--- config.mk ---
export PLATFORM = sky130hd
export DESIGN_NAME = strided_byte_loader
export DESIGN_NICKNAME = d
export VERILOG_FILES = /design/src/rtl/sbl_pkg.sv /design/src/rtl/sbl_addr_calc.sv /design/src/rtl/sbl_dest_map.sv /design/src/rtl/sbl_seq.sv /design/src/rtl/strided_byte_loader.sv
export SDC_FILE = /design/constraint.sdc
export NUM_CORES = 1
export LEC_CHECK = 0
export ABC_AREA = 1
export BUFFER_PORTS_ARGS = -buffer_cell sky130_fd_sc_hd__buf_2
export CORE_ASPECT_RATIO = 0.8
export CORE_MARGIN = 2
export CORE_UTILIZATION = 50
export CTS_CLUSTER_SIZE = 25
export DETAILED_ROUTE_END_ITERATION = 7
export PLACE_DENSITY = 0.74
export REMOVE_ABC_BUFFERS = 1
export SLEW_MARGIN = 15
export SYNTH_ARGS = -nofsm -noshare
export SYNTH_HDL_FRONTEND = slang
export SYNTH_HIERARCHICAL = 1
export SYNTH_SLANG_ARGS = --single-unit
export TNS_END_PERCENT = 5
--- constraint.sdc ---
create_clock -name clk -period 3.8 [get_ports clk]
set_clock_uncertainty 0.2 [all_clocks]
set_input_delay 0.19 -clock clk [delete_from_list [all_inputs] [get_ports clk]]
set_output_delay 0.19 -clock clk [all_outputs]
set_load 0.03 [all_outputs]
--- src/rtl/sbl_pkg.sv ---
package sbl_pkg;

  typedef enum logic [1:0] {
    ST_IDLE  = 2'd0,
    ST_ELEM  = 2'd1,
    ST_WRITE = 2'd2,
    ST_DONE  = 2'd3
  } sbl_state_e;

  localparam logic [4:0] SBL_SP_INDEX = 5'd31;
  localparam int unsigned SBL_MAX_GRP = 4;
  localparam int unsigned SBL_GRP_W   = 2;
  localparam int unsigned SBL_REG_W   = 5;

endpackage

--- src/rtl/sbl_addr_calc.sv ---
module sbl_addr_calc
  import sbl_pkg::*;
#(
  parameter int unsigned ADDR_W   = 64,
  parameter int unsigned ELEMS    = 16,
  localparam int unsigned ELEM_LG2 = $clog2(ELEMS),
  localparam int unsigned MASK_W   = SBL_MAX_GRP * ELEMS,
  localparam int unsigned HALF_W   = MASK_W / 2
) (
  input  logic [SBL_REG_W-1:0] base_idx,
  input  logic [3:0]           imm4,
  input  logic                 grp4,
  input  logic [ADDR_W-1:0]    gpr_val,
  input  logic [ADDR_W-1:0]    sp_val,
  input  logic [MASK_W-1:0]    elem_mask,
  output logic [ADDR_W-1:0]    start_addr,
  output logic                 misalign
);

  logic              use_sp;
  logic [ADDR_W-1:0] base_sel;
  logic [ADDR_W-1:0] off_ext;
  logic [ADDR_W-1:0] off_scaled;
  logic              any_active;

  always_comb begin
    use_sp   = (base_idx == SBL_SP_INDEX);
    base_sel = use_sp ? sp_val : gpr_val;
    off_ext  = {{(ADDR_W-4){imm4[3]}}, imm4};
    if (grp4) begin
      off_scaled = off_ext << (ELEM_LG2 + 2);
      any_active = |elem_mask;
    end else begin
      off_scaled = off_ext << (ELEM_LG2 + 1);
      any_active = |elem_mask[HALF_W-1:0];
    end
    start_addr = base_sel + off_scaled;
    misalign   = use_sp && !any_active && (sp_val[3:0] != 4'd0);
  end

endmodule

--- src/rtl/sbl_dest_map.sv ---
module sbl_dest_map
  import sbl_pkg::*;
(
  input  logic                 grp4,
  input  logic                 t_bit,
  input  logic [2:0]           zt_field,
  input  logic [SBL_GRP_W-1:0] grp_idx,
  output logic [SBL_REG_W-1:0] dest
);

  logic [SBL_REG_W-1:0] first;
  logic [SBL_REG_W-1:0] step;

  always_comb begin
    if (grp4) begin
      first = {t_bit, 2'b00, zt_field[1:0]};
      step  = {1'b0, grp_idx, 2'b00};
    end else begin
      first = {t_bit, 1'b0, zt_field};
      step  = {1'b0, grp_idx[0], 3'b000};
    end
    dest = first + step;
  end

endmodule

--- src/rtl/sbl_seq.sv ---
module sbl_seq
  import sbl_pkg::*;
#(
  parameter int unsigned VLEN   = 128,
  parameter int unsigned ADDR_W = 64,
  localparam int unsigned ELEMS  = VLEN / 8,
  localparam int unsigned ELEM_W = $clog2(ELEMS),
  localparam int unsigned MASK_W = SBL_MAX_GRP * ELEMS,
  localparam int unsigned IDX_W  = $clog2(MASK_W)
) (
  input  logic                 clk,
  input  logic                 rst_n,
  input  logic                 start,
  input  logic                 grp4,
  input  logic                 t_bit,
  input  logic [2:0]           zt_field,
  input  logic [ADDR_W-1:0]    start_addr,
  input  logic                 misalign_in,
  input  logic [MASK_W-1:0]    elem_mask,
  input  logic [7:0]           mem_rdata,
  input  logic                 mem_valid,
  output logic                 mem_req,
  output logic [ADDR_W-1:0]    mem_addr,
  output logic                 rf_we,
  output logic [VLEN-1:0]      rf_wdata,
  output logic                 busy,
  output logic                 done,
  output logic                 sp_misalign,
  output logic [SBL_GRP_W-1:0] grp_idx,
  output logic                 lat_grp4,
  output logic                 lat_t,
  output logic [2:0]           lat_zt
);

  sbl_state_e           state_q, state_d;
  logic [ADDR_W-1:0]    addr_q;
  logic [MASK_W-1:0]    mask_q;
  logic                 grp4_q, t_q, flag_q;
  logic [2:0]           zt_q;
  logic [SBL_GRP_W-1:0] r_q;
  logic [ELEM_W-1:0]    e_q;
  logic [7:0]           lane_q [ELEMS];

  logic accept, cur_active, step_en, wr_en, last_elem, last_grp;
  logic [IDX_W-1:0] bit_idx;
  logic [7:0] byte_in;

  // next-state and enables
  always_comb begin
    accept     = (state_q == ST_IDLE) && start;
    bit_idx    = {r_q, e_q};
    cur_active = mask_q[bit_idx];
    step_en    = (state_q == ST_ELEM) && (!cur_active || mem_valid);
    wr_en      = (state_q == ST_WRITE);
    last_elem  = (e_q == ELEM_W'(ELEMS - 1));
    last_grp   = (r_q == (grp4_q ? 2'd3 : 2'd1));
    byte_in    = cur_active ? mem_rdata : 8'h00;
    state_d    = state_q;
    case (state_q)
      ST_IDLE:  if (accept) state_d = ST_ELEM;
      ST_ELEM:  if (step_en && last_elem) state_d = ST_WRITE;
      ST_WRITE: state_d = last_grp ? ST_DONE : ST_ELEM;
      ST_DONE:  state_d = ST_IDLE;
      default:  state_d = ST_IDLE;
    endcase
  end

  // control registers
  always_ff @(posedge clk or negedge rst_n) begin
    if (!rst_n) begin
      state_q <= ST_IDLE;
      addr_q  <= '0;
      mask_q  <= '0;
      grp4_q  <= 1'b0;
      t_q     <= 1'b0;
      zt_q    <= '0;
      flag_q  <= 1'b0;
      r_q     <= '0;
      e_q     <= '0;
    end else begin
      state_q <= state_d;
      if (accept) begin
        addr_q <= start_addr;
        mask_q <= elem_mask;
        grp4_q <= grp4;
        t_q    <= t_bit;
        zt_q   <= zt_field;
        flag_q <= misalign_in;
        r_q    <= '0;
        e_q    <= '0;
      end else begin
        if (step_en) begin
          addr_q <= addr_q + ADDR_W'(1);
          e_q    <= e_q + ELEM_W'(1);
        end
        if (wr_en) begin
          r_q <= r_q + SBL_GRP_W'(1);
        end
      end
    end
  end

  // one byte register per element lane
  for (genvar g = 0; g < ELEMS; g++) begin : g_lane
    logic lane_en;
    assign lane_en = step_en && (e_q == ELEM_W'(g));
    always_ff @(posedge clk or negedge rst_n) begin
      if (!rst_n) begin
        lane_q[g] <= 8'h00;
      end else if (lane_en) begin
        lane_q[g] <= byte_in;
      end
    end
    assign rf_wdata[8*g +: 8] = lane_q[g];
  end

  assign mem_req     = (state_q == ST_ELEM) && cur_active;
  assign mem_addr    = addr_q;
  assign rf_we       = wr_en;
  assign busy        = (state_q != ST_IDLE);
  assign done        = (state_q == ST_DONE);
  assign sp_misalign = done && flag_q;
  assign grp_idx     = r_q;
  assign lat_grp4    = grp4_q;
  assign lat_t       = t_q;
  assign lat_zt      = zt_q;

endmodule

--- src/rtl/strided_byte_loader.sv ---
module strided_byte_loader
  import sbl_pkg::*;
#(
  parameter int unsigned VLEN   = 128,
  parameter int unsigned ADDR_W = 64,
  localparam int unsigned ELEMS  = VLEN / 8,
  localparam int unsigned MASK_W = SBL_MAX_GRP * ELEMS
) (
  input  logic                 clk,
  input  logic                 rst_n,
  input  logic                 start,
  input  logic [SBL_REG_W-1:0] base_idx,
  input  logic [3:0]           imm4,
  input  logic                 grp4,
  input  logic                 t_bit,
  input  logic [2:0]           zt_field,
  input  logic [ADDR_W-1:0]    gpr_val,
  input  logic [ADDR_W-1:0]    sp_val,
  input  logic [MASK_W-1:0]    elem_mask,
  output logic                 mem_req,
  output logic [ADDR_W-1:0]    mem_addr,
  input  logic [7:0]           mem_rdata,
  input  logic                 mem_valid,
  output logic                 rf_we,
  output logic [SBL_REG_W-1:0] rf_waddr,
  output logic [VLEN-1:0]      rf_wdata,
  output logic                 busy,
  output logic                 done,
  output logic                 sp_misalign
);

  logic [ADDR_W-1:0]    start_addr;
  logic                 misalign_w;
  logic [SBL_GRP_W-1:0] grp_idx;
  logic                 lat_grp4, lat_t;
  logic [2:0]           lat_zt;

  sbl_addr_calc #(.ADDR_W(ADDR_W), .ELEMS(ELEMS)) u_addr (
    .base_idx   (base_idx),
    .imm4       (imm4),
    .grp4       (grp4),
    .gpr_val    (gpr_val),
    .sp_val     (sp_val),
    .elem_mask  (elem_mask),
    .start_addr (start_addr),
    .misalign   (misalign_w)
  );

  sbl_seq #(.VLEN(VLEN), .ADDR_W(ADDR_W)) u_seq (
    .clk         (clk),
    .rst_n       (rst_n),
    .start       (start),
    .grp4        (grp4),
    .t_bit       (t_bit),
    .zt_field    (zt_field),
    .start_addr  (start_addr),
    .misalign_in (misalign_w),
    .elem_mask   (elem_mask),
    .mem_rdata   (mem_rdata),
    .mem_valid   (mem_valid),
    .mem_req     (mem_req),
    .mem_addr    (mem_addr),
    .rf_we       (rf_we),
    .rf_wdata    (rf_wdata),
    .busy        (busy),
    .done        (done),
    .sp_misalign (sp_misalign),
    .grp_idx     (grp_idx),
    .lat_grp4    (lat_grp4),
    .lat_t       (lat_t),
    .lat_zt      (lat_zt)
  );

  sbl_dest_map u_dest (
    .grp4     (lat_grp4),
    .t_bit    (lat_t),
    .zt_field (lat_zt),
    .grp_idx  (grp_idx),
    .dest     (rf_waddr)
  );

endmodule

### After elaboration in Yosys (flattened, before gate mapping)

Index checks and enable logic that the tools add are counted.

| cells by class | value |
|---|---|
| shift operators | 0 |
| $lt $le $gt $ge | 1 |
| multipliers | 0 |
| bitwise logic cells | 0 |
| reductions and logical operators | 34 |
| equal/unequal tests | 22 |
| $add $sub $neg | 5 |
| muxes and demuxes | 19 |
| div/mod/pow operators | 0 |

Operators with widths:

| cell | number |
|---|---|
| 64-bit two-way mux | 3 |
| 64-bit by 1-bit adder with 64-bit output, second input constant | 1 |
| 64-bit adder | 1 |
| 64-bit OR reduction | 1 |
| 4-bit equality test, second input constant | 8 |
| 32-bit OR reduction | 1 |
| 1-bit logical AND | 22 |
| 4-bit by 3-bit equality test with 1-bit output, second input constant | 4 |
| 2-bit two-way mux | 6 |
| 4-bit two-way mux | 3 |
| 9-bit two-way mux | 1 |
| 4-bit by 2-bit equality test with 1-bit output, second input constant | 2 |
| 8-bit two-way mux | 1 |
| 2-bit one-hot mux with 4 select lines | 1 |
| 6-bit by 7-bit < comparator with 1-bit output, second input constant | 1 |
| 1-bit binary-select mux with 6-bit select | 1 |
| 2-bit nonzero test | 3 |
| 5-bit by 4-bit adder with 5-bit output | 1 |
| 5-bit equality test, second input constant | 1 |
| 4-bit by 1-bit adder with 4-bit output, second input constant | 1 |
| 2-bit equality test, second input constant | 2 |
| 4-bit by 1-bit equality test with 1-bit output, second input constant | 1 |
| 4-bit zero test | 1 |
| 2-bit by 1-bit inequality test with 1-bit output, second input constant | 2 |
| other kinds (10) | 12 |

| storage, ports and cells | value |
|---|---|
| output and inout bits | 202 |
| bits in latches | 0 |
| bits of input ports | 218 |
| memories | 0 |
| bits in registers | 270 |
| memory bits (writable) | 0 |
| word-level logic and storage cells | 106 |
| bits in read-only memories | 0 |

### Longest topological paths before layout

Gate-level depths: netlist of run 1.

| depth | value |
|---|---|
| word-level depth | 8 |
| mapped depth | 23 |
| gate-level depth less buffers | 22 |

### Modules after synthesis

Netlist of run 1, hierarchy kept.

By module, submodules not included:

| module | cells an instance | instances | area an instance (sq um) | seq. area each (sq um) |
|---|---|---|---|---|
| sbl_seq | 1965 | 1 | 14317.5 | 6756.5 |
| sbl_addr_calc | 1401 | 1 | 6396.1 | 0.0 |
| sbl_dest_map | 10 | 1 | 45.0 | 0.0 |

### Worst setup path before layout of run 1

No wires, ideal clock.

| path | value |
|---|---|
| path kind | input -> register |
| from | in base_idx[1] |
| to | reg u_seq.addr_q[33] (netlist: u_seq/mem_addr[33]) |
| path buffers | 2 |
| slack | 934 ps |
| setup time | 118 ps |
| arrival time | 2548 ps |
| required time | 3482 ps |
| cell stages on the path | 21 |
| cell sequence | nand3_1 -> nor2_1 -> buf_2 -> clkbuf_1 -> nand2_1 -> nand2_1 -> ha_1 -> inv_1 -> fa_1 -> nor2_1 -> o21ai_0 -> nand2_1 -> nand2_1 -> nand2_1 -> inv_1 -> o211ai_1 -> nand2_1 -> nand2_1 -> nand2_1 -> nand2_1 -> nand2_1 |

| on the way | value |
|---|---|
| word-level cells in the longest chain between the ends | 4 |

Ends and longest elaborated chain:

| item | line | text |
|---|---|---|
| from (decl) | strided_byte_loader.sv:12 | `input logic [SBL_REG_W-1:0] base_idx,` |
| 5-bit equality test | sbl_addr_calc.sv:27 | `use_sp = (base_idx == SBL_SP_INDEX);` |
| 64-bit two-way mux | sbl_addr_calc.sv:28 | `base_sel = use_sp ? sp_val : gpr_val;` |
| 64-bit adder | sbl_addr_calc.sv:37 | `start_addr = base_sel + off_scaled;` |
| named net start_addr[33] | strided_byte_loader.sv:32 | `logic [ADDR_W-1:0] start_addr;` |
| 64-bit two-way mux | sbl_seq.sv:82 | `if (accept) begin` |
| to (signal assigned) | sbl_seq.sv:83 | `addr_q <= start_addr;` |
| to (signal assigned) | sbl_seq.sv:93 | `addr_q <= addr_q + ADDR_W'(1);` |
| to (decl) | sbl_seq.sv:36 | `logic [ADDR_W-1:0] addr_q;` |

The timed path passes the listed nets, and every way through them passes these cells.
A chain may end at the register's enable or synchronous reset.

### Worst setup path in the final report of run 1

| path | value |
|---|---|
| from | reg u_seq.e_q[1] |
| to | reg u_seq.addr_q[61] (netlist: u_seq/mem_addr[61]) |

| on the way | value |
|---|---|
| word-level cells in the longest chain between the ends | 6 |

Ends and longest elaborated chain:

| item | line | text |
|---|---|---|
| from (decl) | sbl_seq.sv:41 | `logic [ELEM_W-1:0] e_q;` |
| from (signal assigned) | sbl_seq.sv:94 | `e_q <= e_q + ELEM_W'(1);` |
| 1-bit binary-select mux with 6-bit select | sbl_seq.sv:52 | `cur_active = mask_q[bit_idx];` |
| 1-bit two-way mux (implied by the code) | sbl_seq.sv:52 |  |
| 1-bit zero test | sbl_seq.sv:53 | `step_en = (state_q == ST_ELEM) && (!cur_active \|\| mem_valid);` |
| 1-bit logical OR | sbl_seq.sv:53 |  |
| 1-bit logical AND | sbl_seq.sv:53 |  |
| 2-bit nonzero test (no source line) | -- |  |

No other way between the ends. The select of a mux whose other input is x is not followed.

==> impl_metrics.py, run 1 <==
metrics = {
    "yosys": {
        "yosysWarnings": 6,
        "syn_area_per_cell_sq_um": 6.15,
        "ys_ff_latch": 270,
        "ys_seq_area_share_pct": 32.5,
        "synth_cell_type_count": 39,
        "synthCells": 3376,
        "synth_area_sq_um": 20800,
    },
    "timing": {
        "rsz0062_at_grt": "no",
        "hold_viol": 0,
        "hold_slack_ns": 0.0154,
        "maxSlewHeadroom_pct": 38.9,
        "fin_crit_sh_pct": 89.2,
        "drv_slew": 0,
        "worstMarginPinSlew_ns": 0.917,
        "finalSetupViolations": 0,
        "final.min_clock_period_ns": 3.39,
        "fmax_mhz": 295,
    },
    "clock_tree": {
        "clock_latency_ns": 0.56,
        "clockRootBuffer": "clkbuf_16",
        "ctsLongestPathBuffers": 3,
        "cts.repair.resized": 0,
        "clk_pin_slew_ns": 0.07,
        "clock_sinks": 270,
        "cts_tree": "yes",
        "cts_setup_buffers": 0,
        "cts_buffers": 26,
        "hold_buffers": 83,
        "htreeDepth": 1,
    },
    "min_path": {
        "holdPathEnd": "u_seq/rf_wdata[23]$_DFFE_PN0P_",
        "hold_start": "mem_rdata[7]",
        "holdPathStages": 6,
        "worstHoldPathType": "input port to flop",
    },
    "floorplan": {
        "initial_core_util_pct": 50.9,
        "core_area_sq_um": 40800,
        "row_count": 66,
        "die_h_microns": 186,
        "die_w_microns": 232,
        "dieArea_sq_um": 43200,
        "ios": 420,
    },
    "place": {
        "port_buffers": 419,
        "hpwlAfterDp_mm": 58.7,
        "gp_congestion": 1.02,
    },
    "power_and_ir_drop": {
        "pwr-share-seq_pct": 29.1,
        "power_frac_comb_pct": 52.5,
        "fin_total_pwr_mw": 15.9,
        "leakage_nw": 14.6,
        "p_switching_mw": 8.05,
        "ir_drop_v": 0.000430,
        "swShare_pct": 50.7,
        "p_per_area_nw_per_um2": 629,
        "power_frac_clock_pct": 18.4,
        "p_int_mw": 7.83,
    },
    "global_routing": {
        "grt_max_degree": 119,
        "first_global_vias": 21600,
        "antenna_found_initial": 0,
        "met2_usage_pct": 52.0,
        "grt_pass1_wl_mm": 120,
        "track_usage_pct": 35.3,
        "grt-ovfl-total": 0,
        "use_met1_pct": 52.3,
        "grt_busiest_layer": "met1",
        "grt_use_met3_pct": 7.62,
    },
    "layout": {
        "drive_gt1_share_pct": 14.8,
        "fillCellCount": 3958,
        "final_net_count": 4116,
        "area_growth_syn_to_layout_pct": 21.6,
        "fin_util_pct": 61.9,
        "antenna_cells": 0,
    },
    "setup_path": {
        "critPathKind": "flop to flop",
        "r2r.worst_path.cells": 14,
        "r2r-end": "u_seq/mem_addr[61]$_DFFE_PN0P_",
        "regToRegStartpoint": "u_seq/e_q[1]$_DFFE_PN0P_",
        "cp-start-kind": "flop",
        "cp_data_required_time_ns": 4.09,
        "crit_path_end_kind": "flop",
        "cp_max_fo": 64,
        "cp.arrival_ns": 3.68,
        "rrSetupSlack_ns": 0.41,
    },
    "route": {
        "vias": 23500,
        "drt_first_pass_iters": 6,
        "route.detailed.drc": 0,
        "routed_wl_mm": 78.3,
        "final_antenna_net_count": 0,
        "wire_per_inst_microns": 17.8,
        "routed_via_density": 5.34,
        "drtIter0Drc": 2672,
    },
    "flow_run": {
        "drv_cap": 0,
    },
    "status": {
        "status": "complete, no violations",
    },
}
-- cell type report --
type	count	area (sq um)	share of cell area, %
clock inverters	13	199	0.788
multi-input cells	2594	12000	47.6
repair buffers	541	3340	13.2
clock buffers	34	752	2.98
flip-flops and latches	270	6760	26.8
inverters	395	1490	5.90
well taps	544	681	2.70
-- cells in the mapped netlist --
| cell | instances | area [sq um] |
|---|---|---|
| a21oi_1 | 46 | 230 |
| a21oi_2 | 8 | 70.1 |
| a31oi_1 | 1 | 6.26 |
| and2_0 | 2 | 12.5 |
| and2_1 | 10 | 62.6 |
| and3_1 | 1 | 6.26 |
| buf_1 | 12 | 45.0 |
| buf_2 | 32 | 160 |
| buf_4 | 6 | 45.0 |
| buf_6 | 2 | 22.5 |
| clkbuf_1 | 65 | 244 |
| dfrtp_1 | 270 | 6760 |
| fa_1 | 1 | 20.0 |
| ha_1 | 69 | 863 |
| inv_1 | 386 | 1450 |
| inv_2 | 8 | 30.0 |
| inv_4 | 1 | 6.26 |
| nand2_1 | 1605 | 6020 |
| nand2_2 | 11 | 68.8 |
| nand3_1 | 184 | 921 |
| nand3_2 | 12 | 120 |
| nand3_4 | 2 | 35.0 |
| nand3b_1 | 4 | 30.0 |
| nand4_1 | 159 | 995 |
| nor2_1 | 244 | 916 |
| nor2_2 | 6 | 37.5 |
| nor2_4 | 3 | 33.8 |
| nor3_1 | 33 | 165 |
| nor3_2 | 7 | 70.1 |
| nor3_4 | 1 | 16.3 |
| nor4_1 | 18 | 113 |
| o211ai_1 | 2 | 15.0 |
| o21ai_0 | 62 | 310 |
| o21ai_1 | 8 | 40.0 |
| o21bai_1 | 4 | 30.0 |
| o31ai_1 | 1 | 7.51 |
| or2_2 | 3 | 18.8 |
| xnor2_1 | 33 | 289 |
| xor2_1 | 54 | 473 |
-- layer usage --
metal	part of all wire, %	vias up
met5	0	-
met2	41	1186
met1	45	10700
li1	-	11400
met4	3.0	0
met3	11	129
-- through the flow --
step / setup TNS [ns] / worst slack, ns / instances / area, sq um
after floorplan: -955.64 / -5.22 / 3259 / 20200
after global placement: 0 / 0.412 / 4261 / 23500
after detailed placement: 0 / 0.497 / 4261 / 23500
after CTS: 0 / 0.528 / 4391 / 25200
after global routing: 0 / 0.211 / 4391 / 25200
final: 0 / 0.409 / 4391 / 25200
-- placed cells by master (no fill, tap or decap), types with 6 or more instances in the layout --
cell / n
nand2_1: 1604
buf_2: 418
inv_1: 385
dfrtp_1: 270
nor2_1: 242
nand3_1: 184
nand4_1: 159
dlygate4sd3_1: 83
ha_1: 69
o21ai_0: 62
xor2_1: 54
a21oi_1: 46
nor3_1: 33
xnor2_1: 33
buf_4: 30
clkbuf_16: 27
nor4_1: 18
nand3_2: 12
nand2_2: 10
and2_1: 10
buf_12: 9
inv_2: 8
o21ai_1: 8
a21oi_2: 8
nor3_2: 7
nor2_2: 6
-- registers in the layout, summed over array words and instances (netlist names) --
register / flops
u_seq/grp_idx: 2
u_seq/rf_wdata: 128
u_seq/lat_zt: 3
u_seq/state_q: 2
u_seq/mem_addr: 64
u_seq/lat_t: 1
u_seq/lat_grp4: 1
u_seq/mask_q: 64
u_seq/e_q: 4
u_seq/flag_q: 1
-- critical path, cell delays in order (launching register included) --
cell and delay [ns]:
dfrtp_1 0.38, inv_2 0.41, nor2_1 0.11, o21ai_1 0.12
nand2_1 0.12, a21oi_1 0.17, nand2_1 0.12, nand3_4 0.18
nand2_1 0.12, nand2_4 0.32, nand2_2 0.12, nand2_2 0.08
buf_4 0.60, nand2_1 0.12, nand2_1 0.10
-- cell families after synthesis --
logic type / Yosys count / synth area share [%]
XOR/XNOR: 87 / 3.67
AND/OR/NAND/NOR: 2305 / 46.5
adder cells (fa/ha/maj): 70 / 4.26
buffers and inverters: 512 / 9.64
AO/OA/AOI/OAI: 132 / 3.42
flip-flops: 270 / 32.5
-- how the worst max path moves through the flow --
stage | start | to | slack [ns] | cells past startpoint
floorplan | u_seq/state_q[0]$_DFFE_PN0P_ | u_seq/mem_addr[0]$_DFFE_PN0P_ | -5.22 | 6
global placement | base_idx[0] | u_seq/mem_addr[54]$_DFFE_PN0P_ | 0.41 | 22
detailed placement | base_idx[0] | u_seq/mem_addr[62]$_DFFE_PN0P_ | 0.50 | 22
CTS | u_seq/e_q[1]$_DFFE_PN0P_ | u_seq/mem_addr[3]$_DFFE_PN0P_ | 0.53 | 14
global route | u_seq/e_q[1]$_DFFE_PN0P_ | u_seq/mem_addr[41]$_DFFE_PN0P_ | 0.21 | 14
finish | u_seq/e_q[1]$_DFFE_PN0P_ | u_seq/mem_addr[61]$_DFFE_PN0P_ | 0.41 | 14
-- power by group through the flow --
stage / combinational, mW / sequential (mW) / clock [mW]
floorplan: 4.15 / 5.53 / 0
global placement: 8.00 / 4.63 / 0
detailed placement: 8.07 / 4.62 / 0
CTS: 8.18 / 4.60 / 2.95
global route: 9.05 / 4.72 / 3.06
finish: 8.34 / 4.62 / 2.92
(Power assumes the default switching activity.)
==> run 2: changes to the inputs <==
--- a/config.mk
+++ b/config.mk
@@ -7,11 +7,11 @@
 export LEC_CHECK = 0
 export ABC_AREA = 1
 export BUFFER_PORTS_ARGS = -buffer_cell sky130_fd_sc_hd__buf_2
-export CORE_ASPECT_RATIO = 0.8
 export CORE_MARGIN = 2
 export CORE_UTILIZATION = 50
 export CTS_CLUSTER_SIZE = 25
 export DETAILED_ROUTE_END_ITERATION = 7
+export HOLD_SLACK_MARGIN = 0.06
 export PLACE_DENSITY = 0.74
 export REMOVE_ABC_BUFFERS = 1
 export SLEW_MARGIN = 15
==> run 2 against run 1 <==
Count of clock-buffer cells in the layout rose by 7. Critical path type unchanged. Sequential power barely moved. Combinational power rose by 3.4%. Flip-flop and latch count did not move. Sequential share of layout area fell by 0.40 points. Largest power group unchanged.
==> impl_metrics.py, run 2 (synthesis gave the netlist of run 1 again) <==
metrics = {
    "status": {
        "status": "complete, no violations",
    },
    "layout": {
        "drive_gt1_share_pct": 14.5,
        "area_growth_syn_to_layout_pct": 23.5,
        "final_cell_mix": "nand2_1, buf_2, inv_1",
        "final_common_cell": "nand2_1",
        "antenna_cells": 0,
        "final_cell_count_no_fill": 4423,
        "final_area_sq_um": 25600,
        "final_net_count": 4163,
        "fillCellCount": 3914,
        "largest_reg_flops": 128,
        "fin_util_pct": 62.6,
    },
    "floorplan": {
        "row_count": 74,
        "initial_core_util_pct": 50.7,
        "die_w_microns": 208,
        "ios": 420,
        "dieArea_sq_um": 43200,
        "core_area_sq_um": 40900,
        "die_h_microns": 208,
    },
    "route": {
        "met1_length_mm": 31.1,
        "routed_wl_mm": 75.3,
        "wire_per_inst_microns": 17.0,
        "vias": 23600,
        "dr_wl_met2_mm": 34.5,
        "final_antenna_net_count": 0,
        "highest_layer": "met4",
        "route.detailed.drc": 0,
        "drt_first_pass_iters": 6,
        "drtIter0Drc": 2307,
        "wl_met3_mm": 6.10,
        "routed_via_density": 5.33,
    },
    "clock_tree": {
        "cts_tree": "yes",
        "clock_sinks": 270,
        "cts_buffers": 29,
        "ctsLongestPathBuffers": 3,
        "clk_pin_slew_ns": 0.06,
        "clock_latency_ns": 0.57,
        "htreeDepth": 1,
        "clockRootBuffer": "clkbuf_16",
    },
    "min_path": {
        "worstHoldPathType": "input port to async pin",
    },
    "setup_path": {
        "cp.arrival_ns": 3.59,
        "slowest_stage": "dlygate4sd3_1",
        "cp_max_fo": 80,
        "cp_data_required_time_ns": 4.10,
        "crit_chain": "nor2_1, nand2_4, inv_4, buf_12, buf_4, nand2_1, nand2_1, dlygate4sd3_1",
        "critPathKind": "flop to flop",
        "cp_common_cell": "nand2_1",
        "rrSetupSlack_ns": 0.52,
        "cp-start-kind": "flop",
        "cpPeakStageDelay_ns": 0.55,
        "crit_path_end_kind": "flop",
    },
    "timing": {
        "drv_slew": 0,
        "fmax_mhz": 305,
        "final.min_clock_period_ns": 3.28,
        "maxSlewHeadroom_pct": 45.8,
        "worstMarginPinSlew_ns": 0.813,
        "fin_crit_sh_pct": 86.3,
        "hold_slack_ns": 0.0715,
        "rsz0062_at_grt": "no",
        "hold_viol": 0,
        "tns_ns": 0,
        "finalSetupViolations": 0,
    },
    "power_and_ir_drop": {
        "leakage_nw": 14.8,
        "p_per_area_nw_per_um2": 625,
        "ir_drop_v": 0.000618,
    },
    "place": {
        "place_area_sq_um": 23500,
        "dp.cells": 4250,
        "hpwlAfterDp_mm": 55.9,
        "port_buffers": 419,
        "gp_congestion": 1.01,
    },
    "global_routing": {
        "grt_max_degree": 120,
        "track_usage_pct": 33.9,
        "first_global_vias": 21800,
        "grt-ovfl-total": 0,
        "antenna_found_initial": 1,
        "grt_pass1_wl_mm": 118,
    },
    "flow_run": {
        "drv_cap": 0,
    },
}
[run 2: worst paths after layout]
check | startpoint | end | depth (start not counted)
max in group asynchronous | rst_n | u_seq/rf_wdata[28]$_DFFE_PN0P_ | 3
worst max register to register | u_seq/state_q[1]$_DFFE_PN0P_ | u_seq/mask_q[14]$_DFFE_PN0P_ | 8
worst min register to register | u_seq/rf_wdata[110]$_DFFE_PN0P_ | u_seq/rf_wdata[110]$_DFFE_PN0P_ | 2
min in group clk | start | u_seq/grp_idx[0]$_DFFE_PN0P_ | 4
worst max-delay path | u_seq/state_q[1]$_DFFE_PN0P_ | u_seq/mask_q[14]$_DFFE_PN0P_ | 8
worst min-delay path | rst_n | u_seq/mask_q[6]$_DFFE_PN0P_ | 2
[run 2: where the power goes]
part	internal, mW	switching [mW]
clock	1.58	1.20
sequential	3.81	0.818
combinational	2.56	6.06
total	7.94	8.08
[run 2: layout make-up]
class	instances	area, sq um	share of cell area, %
Clock buffer	41	831	3.24
Clock inverter	6	78.8	0.308
Inverter	395	1490	5.80
Multi-Input combinational cell	2594	12000	46.9
Sequential cell	270	6760	26.4
Tap cell	532	666	2.60
Timing Repair Buffer	585	3780	14.8
[run 2: metal layers]
layer	track usage [%]	vias up
li1	-	11500
met1	45.5	10700
met2	55.6	1135
met3	3.78	205
met4	14.1	0
met5	0	-
[run 2: per-stage QoR]
| step | setup slack [ns] | total power [mW] |
|---|---|---|
| 3_5_place_dp | 0.518 | 12.7 |
| 6_report | 0.519 | 16.0 |
| 2_1_floorplan | -5.22 | 9.68 |
| 5_1_grt | 0.283 | 17.0 |
| 3_3_place_gp | 0.527 | 12.6 |
| 4_1_cts | 0.587 | 15.9 |
[run 2: timing repair]
action                                 CTS  global route
gates resized for setup                  0             0
buffers inserted                         0             0
setup endpoints to repair                0             0
endpoints found under the hold margin  315             0
hold buffers                           126             0
[run 2: critical path: cells and delay by family, from the launching register on]
kind                   cells  cell delay, ns
AND/OR/NAND/NOR            4            0.88
buffers and inverters      4            1.61
flip-flops                 1            0.43
==> run 3: changes to the inputs <==
--- a/config.mk
+++ b/config.mk
@@ -14,9 +14,9 @@
 export HOLD_SLACK_MARGIN = 0.06
 export PLACE_DENSITY = 0.74
 export REMOVE_ABC_BUFFERS = 1
+export SETUP_SLACK_MARGIN = 0.05
 export SLEW_MARGIN = 15
 export SYNTH_ARGS = -nofsm -noshare
 export SYNTH_HDL_FRONTEND = slang
-export SYNTH_HIERARCHICAL = 1
 export SYNTH_SLANG_ARGS = --single-unit
 export TNS_END_PERCENT = 5
==> constraint.sdc (replaced) <==
create_clock -name clk -period 3.8 [get_ports clk]
set_clock_uncertainty 0.2 [all_clocks]
set_input_delay 0.19 -clock clk [delete_from_list [all_inputs] [get_ports clk]]
set_output_delay 0.19 -clock clk [all_outputs]
set_load 0.01 [all_outputs]
==> run 3 against run 2 <==
Maximum frequency is 6.2% lower. Flip-flop and latch count stayed put. Final area shrank 4.2%. Die area down 3.1%. Critical path depth rose by 13. Count of clock-buffer cells in the layout fell by 3. Clock power up 5%. Critical endpoint is now u_seq.mem_addr[38]$_DFFE_PN0P_.
==> impl_metrics.py, run 3 <==
metrics = {
    "yosys": {
        "ys_seq_area_share_pct": 33.6,
        "postSynth.asyncResetShare_pct": 100,
        "synth_top_area_share_pct": 33.6,
        "synth_area_sq_um": 20100,
        "synthTopCellsByCount": "nand2_1, inv_1, dfrtp_1",
        "synthCells": 3264,
        "syn_area_per_cell_sq_um": 6.16,
        "yosysWarnings": 0,
        "synth_cell_type_count": 35,
        "yosysTopAreaCell": "dfrtp_1",
        "ys.flop_type": "dfrtp_1",
        "yosysMostFrequentCell": "nand2_1",
        "synth_edf_count": 0,
        "ys_ff_latch": 270,
        "yosys-top-cells-area": "dfrtp_1, nand2_1, inv_1, nand3_1, o21ai_0",
    },
    "timing": {
        "fin_crit_sh_pct": 92.1,
        "rsz0062_at_grt": "no",
        "hold_slack_ns": 0.0648,
        "drv_slew": 0,
        "final.min_clock_period_ns": 3.50,
        "tns_ns": 0,
        "worstMarginPinSlew_ns": 0.845,
        "maxSlewHeadroom_pct": 43.7,
        "fmax_mhz": 286,
        "finalSetupViolations": 0,
        "hold_viol": 0,
    },
    "clock_tree": {
        "cts_tree": "yes",
        "clockRootBuffer": "clkbuf_16",
        "clock_sinks": 270,
        "clock_latency_ns": 0.59,
        "hold_buffers": 98,
        "ctsLongestPathBuffers": 3,
        "cts.repair.resized": 0,
        "cts_setup_buffers": 0,
        "clk_pin_slew_ns": 0.07,
        "cts_buffers": 29,
        "htreeDepth": 1,
    },
    "setup_path": {
        "regToRegStartpoint": "u_seq.state_q[1]$_DFFE_PN0P_",
        "cp-start-kind": "input port",
        "critPathKind": "input port to flop",
        "cp_data_required_time_ns": 4.07,
        "r2r.worst_path.cells": 9,
        "crit_path_end_kind": "flop",
        "cp.arrival_ns": 3.77,
        "rrSetupSlack_ns": 0.57,
        "cp_max_fo": 42,
        "r2r-end": "u_seq.flag_q$_DFFE_PN0P_",
    },
    "floorplan": {
        "core_area_sq_um": 39700,
        "row_count": 73,
        "die_h_microns": 205,
        "initial_core_util_pct": 50.6,
        "dieArea_sq_um": 41800,
        "ios": 420,
        "die_w_microns": 205,
    },
    "global_routing": {
        "track_usage_pct": 36.1,
        "antenna_found_initial": 0,
        "grt-ovfl-total": 0,
        "grt_max_degree": 148,
        "grt_pass1_wl_mm": 118,
        "first_global_vias": 21400,
    },
    "min_path": {
        "worstHoldPathType": "input port to async pin",
    },
    "layout": {
        "final_cell_mix": "nand2_1, inv_1, buf_2",
        "multiInputGateArea_sq_um": 11200,
        "final_area_sq_um": 24500,
        "fillCellCount": 3887,
        "drive_gt1_share_pct": 14.1,
        "regArea_sq_um": 6760,
        "final_common_cell": "nand2_1",
        "final_net_count": 4022,
        "largest_reg_flops": 128,
        "area_growth_syn_to_layout_pct": 22.1,
        "antenna_cells": 0,
    },
    "route": {
        "routed_wl_mm": 76.4,
        "drt_first_pass_iters": 6,
        "route.detailed.drc": 0,
        "drtIter0Drc": 2318,
        "final_antenna_net_count": 0,
        "vias": 22700,
        "wire_per_inst_microns": 17.8,
        "routed_via_density": 5.30,
    },
    "flow_run": {
        "drv_cap": 0,
    },
    "power_and_ir_drop": {
        "p_per_area_nw_per_um2": 611,
        "fin_total_pwr_mw": 15.0,
        "leakage_nw": 13.9,
        "ir_drop_v": 0.000713,
    },
    "status": {
        "status": "complete, no violations",
    },
    "place": {
        "port_buffers": 419,
        "hpwlAfterDp_mm": 57.2,
        "place_area_sq_um": 22600,
        "gp_congestion": 1.04,
    },
}
run 3: changes by cell type after synthesis, sizes merged, moves of 5 or more:
cell	previous run	this run
nand2	1616	1414
a21oi	54	64
nor2	253	261
xor2	54	41
inv	395	432
and2	12	5
and3	1	6
nor3	41	34
o21ai	70	238
clkbuf	65	54
nand4	159	39
nand3	198	233
xnor2	33	21
nor4	18	10
run 3: how the worst max path moves through the flow:
stage	from	to	depth (start not counted)
finish	base_idx[4]	u_seq.mem_addr[38]$_DFFE_PN0P_	21
global route	base_idx[3]	u_seq.mem_addr[38]$_DFFE_PN0P_	20
CTS	base_idx[4]	u_seq.mem_addr[38]$_DFFE_PN0P_	21
detailed placement	base_idx[4]	u_seq.mem_addr[38]$_DFFE_PN0P_	21
global placement	base_idx[4]	u_seq.mem_addr[38]$_DFFE_PN0P_	21
floorplan	u_seq.state_q[1]$_DFFE_PN0P_	u_seq.mem_addr[8]$_DFFE_PN0P_	8
run 3: per-layer routing:
metal  track usage, %  wire (microns)
met1             48.6           31800
met3             4.68            6290
met4             14.1            3260
met2             58.9           35000
met5                0               0
run 3: worst max-delay path, stage by stage:
cell	delay [ns]
buf_2	0.07
nand3_1	0.10
nor2_4	0.14
inv_2	0.05
buf_4	0.24
nand2_1	0.10
nand2_1	0.05
ha_1	0.43
nand2_1	0.15
nor2_1	0.15
inv_1	0.07
nor2_1	0.21
inv_1	0.17
nor2_1	0.57
nand3_1	0.41
nand3_1	0.18
nand2_1	0.08
nand3_1	0.17
nand2_1	0.07
nand2_1	0.07
nand2_1	0.06
run 3: area by class of cell:
class	instances	share of cell area, %
repair buffers	544	13.6
multi-input cells	2456	45.7
flip-flops and latches	270	27.5
inverters	432	6.61
clock buffers	38	3.30
clock inverters	16	0.642
well taps	525	2.68
run 3: through the flow:
step | setup WS (ns) | utilization (%) | instances
final | 0.301 | 61.8 | 4281
after global placement | -0.105 | 56.9 | 4129
after floorplan | -4.06 | - | 3158
after detailed placement | -0.0617 | 56.9 | 4129
after global routing | 0.150 | 61.8 | 4281
after CTS | 0.549 | 61.8 | 4281
run 3: kinds of logic after synthesis:
kind of cell / share of synthesized area, %
compound gates: 7.83
mux: 0.0498
simple gates: 40.6
fa+ha+maj: 4.45
buf+inv: 10.7
flops: 33.6
xor+xnor: 2.70
run 3: where the power goes:
part / total, mW / internal (mW) / leakage, nW / switching (mW)
logic: 7.17 / 2.35 / 9.87 / 4.82
registers: 4.91 / 3.95 / 3.54 / 0.964
clock network: 2.92 / 1.65 / 0.480 / 1.27
